File: src/rtl/pwm_avg_pkg.sv
package pwm_avg_pkg;
  typedef enum logic {
    AVG_WINDOW = 1'b0,
    AVG_PAIR   = 1'b1
  } avg_mode_e;
endpackage

File: src/rtl/pwm_avg_ring.sv
// Circular sample store with running window sum and the latest-pair sum.
module pwm_avg_ring #(
  parameter int DATA_W = 12,
  parameter int OVS    = 8,
  localparam int PTR_W = (OVS > 1) ? $clog2(OVS) : 1,
  localparam int SUM_W = DATA_W + $clog2(OVS)
) (
  input  logic                     clk_i,
  input  logic                     rst_ni,
  input  logic                     wr_i,
  input  logic signed [DATA_W-1:0] din_i,
  output logic signed [SUM_W-1:0]  win_sum_o,
  output logic signed [DATA_W:0]   pair_sum_o
);
  logic signed [DATA_W-1:0] mem_q [OVS];
  logic [PTR_W-1:0]         ptr_q;
  logic signed [SUM_W-1:0]  sum_q;
  logic signed [DATA_W-1:0] last_q, prev_q;
  logic signed [DATA_W-1:0] oldest;

  assign oldest = mem_q[ptr_q];

  always_ff @(posedge clk_i or negedge rst_ni) begin
    if (!rst_ni) begin
      for (int i = 0; i < OVS; i++) mem_q[i] <= '0;
      ptr_q  <= '0;
      sum_q  <= '0;
      last_q <= '0;
      prev_q <= '0;
    end else if (wr_i) begin
      mem_q[ptr_q] <= din_i;
      ptr_q  <= (ptr_q == PTR_W'(OVS - 1)) ? '0 : ptr_q + 1'b1;
      sum_q  <= sum_q + SUM_W'(din_i) - SUM_W'(oldest);
      prev_q <= last_q;
      last_q <= din_i;
    end
  end

  assign win_sum_o  = sum_q;
  assign pair_sum_o = (DATA_W + 1)'(last_q) + (DATA_W + 1)'(prev_q);
endmodule

File: src/rtl/pwm_avg_fill.sv
// Saturating count of accepted samples since reset.
module pwm_avg_fill #(
  parameter int OVS    = 8,
  localparam int CNT_W = $clog2(OVS + 1)
) (
  input  logic clk_i,
  input  logic rst_ni,
  input  logic wr_i,
  output logic win_full_o,
  output logic pair_full_o
);
  logic [CNT_W-1:0] cnt_q;

  always_ff @(posedge clk_i or negedge rst_ni) begin
    if (!rst_ni) cnt_q <= '0;
    else if (wr_i && cnt_q != CNT_W'(OVS)) cnt_q <= cnt_q + 1'b1;
  end

  assign win_full_o  = (cnt_q == CNT_W'(OVS));
  assign pair_full_o = (cnt_q >= CNT_W'(2));
endmodule

File: src/rtl/pwm_avg_scale.sv
// Signed divide by 2**SHIFT, rounded toward zero.
module pwm_avg_scale #(
  parameter int IN_W  = 15,
  parameter int SHIFT = 3
) (
  input  logic signed [IN_W-1:0]       in_i,
  output logic signed [IN_W-SHIFT-1:0] out_o
);
  logic signed [IN_W-1:0] bias, biased;

  assign bias   = in_i[IN_W-1] ? {{(IN_W-SHIFT){1'b0}}, {SHIFT{1'b1}}} : '0;
  assign biased = in_i + bias;
  assign out_o  = biased[IN_W-1:SHIFT];
endmodule

File: src/rtl/pwm_period_avg.sv
module pwm_period_avg
  import pwm_avg_pkg::*;
#(
  parameter int DATA_W = 12,
  parameter int OVS    = 8
) (
  input  logic              clk_i,
  input  logic              rst_ni,
  input  logic [DATA_W-1:0] sample_i,
  input  logic              sample_valid_i,
  input  logic              refresh_i,
  input  logic              pair_mode_i,
  output logic [DATA_W-1:0] avg_o,
  output logic              avg_valid_o
);
  localparam int SH    = $clog2(OVS);
  localparam int SUM_W = DATA_W + SH;

  generate
    if ((1 << SH) != OVS || OVS < 2) begin : g_bad_ovs
      $error("OVS must be a power of two, at least 2");
    end
  endgenerate

  logic signed [SUM_W-1:0]  win_sum;
  logic signed [DATA_W:0]   pair_sum;
  logic signed [DATA_W-1:0] win_avg, pair_avg;
  logic                     win_full, pair_full;
  logic signed [DATA_W-1:0] avg_q;
  logic                     valid_q;
  avg_mode_e                mode;

  assign mode = avg_mode_e'(pair_mode_i);

  pwm_avg_ring #(.DATA_W(DATA_W), .OVS(OVS)) u_ring (
    .clk_i      (clk_i),
    .rst_ni     (rst_ni),
    .wr_i       (sample_valid_i),
    .din_i      ($signed(sample_i)),
    .win_sum_o  (win_sum),
    .pair_sum_o (pair_sum)
  );

  pwm_avg_fill #(.OVS(OVS)) u_fill (
    .clk_i       (clk_i),
    .rst_ni      (rst_ni),
    .wr_i        (sample_valid_i),
    .win_full_o  (win_full),
    .pair_full_o (pair_full)
  );

  pwm_avg_scale #(.IN_W(SUM_W), .SHIFT(SH)) u_win_scale (
    .in_i  (win_sum),
    .out_o (win_avg)
  );

  pwm_avg_scale #(.IN_W(DATA_W + 1), .SHIFT(1)) u_pair_scale (
    .in_i  (pair_sum),
    .out_o (pair_avg)
  );

  always_ff @(posedge clk_i or negedge rst_ni) begin
    if (!rst_ni) begin
      avg_q   <= '0;
      valid_q <= 1'b0;
    end else if (refresh_i) begin
      if (mode == AVG_PAIR) begin
        avg_q   <= pair_avg;
        valid_q <= pair_full;
      end else begin
        avg_q   <= win_avg;
        valid_q <= win_full;
      end
    end
  end

  assign avg_o       = avg_q;
  assign avg_valid_o = valid_q;
endmodule

File: config.mk
export PLATFORM = sky130hd
export DESIGN_NAME = pwm_period_avg
export DESIGN_NICKNAME = d
export VERILOG_FILES = /design/src/rtl/pwm_avg_pkg.sv /design/src/rtl/pwm_avg_ring.sv /design/src/rtl/pwm_avg_fill.sv /design/src/rtl/pwm_avg_scale.sv /design/src/rtl/pwm_period_avg.sv
export SDC_FILE = /design/constraint.sdc
export NUM_CORES = 1
export LEC_CHECK = 0
export BUFFER_PORTS_ARGS = -buffer_cell sky130_fd_sc_hd__buf_2
export CAP_MARGIN = 20
export CORE_MARGIN = 2
export CORE_UTILIZATION = 53
export CTS_CLUSTER_SIZE = 30
export DETAILED_ROUTE_END_ITERATION = 10
export PLACE_DENSITY = 0.7
export SLEW_MARGIN = 10
export SYNTH_ARGS = -nofsm -noshare
export SYNTH_HDL_FRONTEND = slang
export SYNTH_SLANG_ARGS = --single-unit
File: constraint.sdc
create_clock -name clk_i -period 5.7 [get_ports clk_i]
set_input_delay 0.855 -clock clk_i [delete_from_list [all_inputs] [get_ports clk_i]]
set_output_delay 0.855 -clock clk_i [all_outputs]
set_load 0.05 [all_outputs]
# Yosys cells after proc, flatten, opt, wreduce, memory -nomap -nowiden
# Cells that the tools add are included.
# Widths: inputs -> output; s select.
# word_totals
input_bits	17
latchBits	0
ram_bits	0
word_cells	42
regBits	155
romBits	0
mem_count	0
# classes
magnitude_cmp	3
mul	0
div_mod_pow	0
n_eq_ne	3
mux	11
add_sub_neg	7
bitwise_logic	1
shifts	0
reduce_logical	2
# op_table
operator	count
$bwmux 96	1
$mux 12	4
$bmux 12 s3	1
$demux 12 s3	1
$add 15x12->15	1
$add 15x15->15	1
$sub 15x12->15	1
$add 12x12->13	1
$add 13x13->13	1
$mux 3	2
$add 4x1->4 const B	1
$eq 4x4->1 const B	1
$ge 4x2->1 const B	1
$ge 4x4->1 const B	1
$lt 4x1->1 const B	1
$ne 4x4->1 const B	1
$not 3->4	1
$add 3x1->3 const B	1
$eq 3x3->1 const B	1
$logic_and 1x1->1	2
$mux 1	2

# Depth between registers and ports, before layout
# logic_depth
depth_word	6
ltp_mapped	19
mapped_depth_nobuf	17

# Cells and area by module
# From an unflattened synthesis, not the netlist that was laid out.
# hier_totals
cells_unflattened	820
hier_area_um2	8822.2
# modules_own_cells
mod	seq_area_each_um2	cells_each	instances	area_each_um2
pwm_avg_ring	3453.3	675	1	7458.4
pwm_period_avg	325.3	57	1	615.6
pwm_avg_scale	0.0	32	2	247.7
pwm_avg_fill	100.1	24	1	252.7

# Least setup slack after synthesis
# OpenSTA, ideal clock, no wires.
# synth_path
path_type	register to register
from	reg u_ring.ptr_q[0]
to	reg u_ring.sum_q[13], in the netlist u_ring.win_sum_o[13]
path_slack_ns	1.662
stages_incl_launch_ff	18
synth_period_minus_slack_ns	4.038
t_arrival_ns	3.904
cell_sequence	dfrtp_1 buf_2 buf_1 mux2_2 a22oi_1 o22a_1 o21ai_0 fa_1 inv_1 ha_1 a21o_1 a21o_1 a211oi_1 nor2_1 a31o_2 o31ai_1 mux2i_1 o211ai_1
# synth_via
elab_chain_cells	5
# synth_rtl
item	line_no	source
from (decl)	pwm_avg_ring.sv:16	logic [PTR_W-1:0] ptr_q;
from (signal assigned)	pwm_avg_ring.sv:32	ptr_q <= (ptr_q == PTR_W'(OVS - 1)) ? '0 : ptr_q + 1'b1;
$not 3->4 (not written as such)	pwm_avg_ring.sv:21	assign oldest = mem_q[ptr_q];
$bmux 12 s3	pwm_avg_ring.sv:21	
$mux 12 (not written as such) (2 in series)	pwm_avg_ring.sv:21	
$sub 15x12->15	pwm_avg_ring.sv:33	sum_q <= sum_q + SUM_W'(din_i) - SUM_W'(oldest);
to (signal assigned)	pwm_avg_ring.sv:33	
to (decl)	pwm_avg_ring.sv:17	logic signed [SUM_W-1:0] sum_q;
# Every way passes these cells. The select of a mux whose other input is x is not followed.
# A chain may end at the register's enable or synchronous reset.

# Worst setup path in the final report
# Ends and elaborated chain as after synthesis.

==> qor.csv <==
metric;value;unit
post-CTS setup buffer count;0;
core area;0.0164;mm2
Req. time, crit path;5.99;ns
Post-Syn Instances;839;
Buffers on Ports;29;
final hold slack;0.481;ns
design area;0.00977;mm2
worst setup path class;reg2reg;
Period Utilization, post-route;77.7;%
# diodes;0;
max-cap violation count;0;
Hold Buf Count CTS;0;
total track usage;23.3;%
Post-synth EDFFs;0;
Synth Flop Type;dfrtp_1;
clk sinks;155;
most common cell after layout, fill and taps aside;dfrtp_1;
DRT met1 WL;9230;um
Syn Nets;907;
Total Wirelength;19400;um
DRC errors left;0;
cell taking the most area after synthesis;dfrtp_1;
vias per inst;5.70;
CTS root buffer;clkbuf_16;
Tmin final;4.43;ns
Worst Path Buf+Inv;1;
Max clock buf depth;2;
Placement Rows;47;
area share of fa/ha/maj cells after synthesis;8.51;%
Fin Clk Skew;0.00696;ns
Critical Path Fanout Max;38;
WL met3;708;um
Synth top area share;43.9;%
initial antenna violation count;0;
Unique masters post-synth;66;
TritonCTS Buffers;17;
Die W;133;um
area growth from synthesis to layout;10.7;%
DRT iter0 DRCs;388;
Resize count post-CTS;0;
Cell Count, Final, Fillers Out;1091;
WP data arrival;4.72;ns
Final setup viols;0;
Pins Over Slew Limit;0;
placed insts;1058;
Slew @ Worst Pin;1.00;ns
status;finished clean;
grt ovf;0;
Synth Area in Simple Gates;9.80;%
CP Capture Type;flop;
# fillers;1383;
CTS tree;built;
Worst path slowest cell;dfrtp_2;
Worst slew margin;33.0;%
first-pass GRT wire length;32100;um
Post-Syn Area;0.00883;mm2
routed wl met2;9060;um
fraction of registers with async set/reset;100;%
synth warn;0;
largest net degree at the start of global routing;105;
largest family of logic cells by synthesized area;multiplexers;
Yosys reg bits;155;
Critical Path Max Stage Delay;0.93;ns
CTS H-tree depth;4;
Area contributors post-synth;dfrtp_1 (44%), mux2_2 (12%), ha_1 (5.1%);
Power Total;6.74;mW
startpoint types;flop;
Worst path top cell family by delay;compound AO/OA/AOI/OAI gates;
CP cell instances;mux2_2, a22oi_1, o22a_1, o21ai_0, fa_1, inv_1, ha_1, a21o_1, a21o_1, a211oi_1, nor2_1, a31o_2, o31ai_1, mux2i_1, o211ai_1;
setup tns final;0;ns
vias after detailed routing;6217;
Leakage Power;4.45;nW
fraction of layout cells with a size suffix above 1;20.7;%
syn_area_per_cell;10.5;um2
Reg2Reg Setup Slack;1.27;ns
most used cell, CP;a21o_1;
post-synthesis mux area share;15.6;%
Final WS setup;1.27;ns
Max Fclk;226;MHz
Final Util;59.6;%
Power Density;690;mW/mm2
Detailed Place HPWL;13300;um
DR WL/cell;17.8;um
most frequent cells in the layout;dfrtp_1 (154), mux2_2 (91), nand2_1 (78), o21ai_0 (77), inv_1 (67);
post-synthesis sequential area ratio;43.9;%
Final #Nets;926;
DRT antenna net count;0;
XOR/XNOR Fraction of Synth Area;4.15;%
unrepaired setup endpoints after global routing;no;
Worst IR Drop VDD;0.326;mV
die height;133;um
vias in the first global route;6036;
post-synthesis compound-gate area fraction;13.3;%
final hold violations;0;
Clock Latency Late Sink;0.43;ns
full die area;0.0177;mm2
top sig layer;met4;
dpl cell area;0.00915;mm2
routability cong.;0.859;
DR pass1 iterations;7;
dpl ws;1.31;ns
initial core utilization;53.8;%
I/O pin cnt;30;
CTS clk-pin slew, worst paths;0.07;ns
Hold WC Path Type;reg2reg;
worst min-delay path, stage by stage (launching register included):
cell	delay [ns]
dfrtp_1	0.34
nand2_1	0.05
o21ai_0	0.06
power breakdown:
group / internal (mW) / leakage, nW / switching, mW
combinational: 1.65 / 2.28 / 2.02
sequential: 1.59 / 1.87 / 0.323
clock: 0.662 / 0.300 / 0.500
total: 3.90 / 4.45 / 2.85
metal layers:
metal	vias up	track usage [%]
li1	2973	-
met1	3074	32.7
met2	134	36.7
met3	36	4.10
met4	0	8.66
met5	-	0
cell families (layout without fill, tap and decap cells):
kind of cell | Yosys count | in the layout
fa+ha+maj | 51 | 51
xor+xnor | 41 | 41
buf+inv | 105 | 137
compound gates | 184 | 184
mux | 124 | 124
flops | 155 | 155
simple gates | 179 | 179
cell type report:
class	instances	area, um2	area share (%)
multi-input cells	579	4540	46.4
well taps	220	275	2.82
flip-flops and latches	155	3880	39.7
clock inverters	15	179	1.83
clock buffers	17	425	4.35
inverters	68	255	2.61
repair buffers	37	219	2.24
cell usage after synthesis (6+ instances only):
cell type / instances
a211oi_1: 7
a21o_1: 9
a21oi_1: 28
a22oi_1: 11
clkbuf_1: 27
dfrtp_1: 155
fa_1: 15
ha_1: 36
inv_1: 67
mux2_2: 91
mux2i_1: 31
nand2_1: 78
nand2b_1: 7
nand3_1: 11
nand4_1: 7
nor2_1: 39
nor2b_1: 6
o21ai_0: 77
o22a_1: 10
xnor2_1: 26
xor2_1: 14
state kept, by name (all words and copies together) (netlist names):
name,count
avg_valid_o,1
u_ring.mem_q,96
u_ring.win_sum_o,15
u_ring.ptr_q,3
u_ring.prev_q,12
u_ring.last_q,12
u_fill.cnt_q,4
avg_o,12
path summary, 6_finish.rpt:
path | from | to | cells after the start
worst max-delay path | u_ring.ptr_q[0] | u_ring.win_sum_o[13] | 15
worst min-delay path | u_ring.mem_q[58] | u_ring.mem_q[58] | 2
max in group asynchronous | rst_ni | u_ring.ptr_q[0] | 2
worst max register to register | u_ring.ptr_q[0] | u_ring.win_sum_o[13] | 15
min in group asynchronous | rst_ni | u_ring.prev_q[10] | 1
worst min register to register | u_ring.mem_q[58] | u_ring.mem_q[58] | 2
Power figures use the tool's default switching activity.
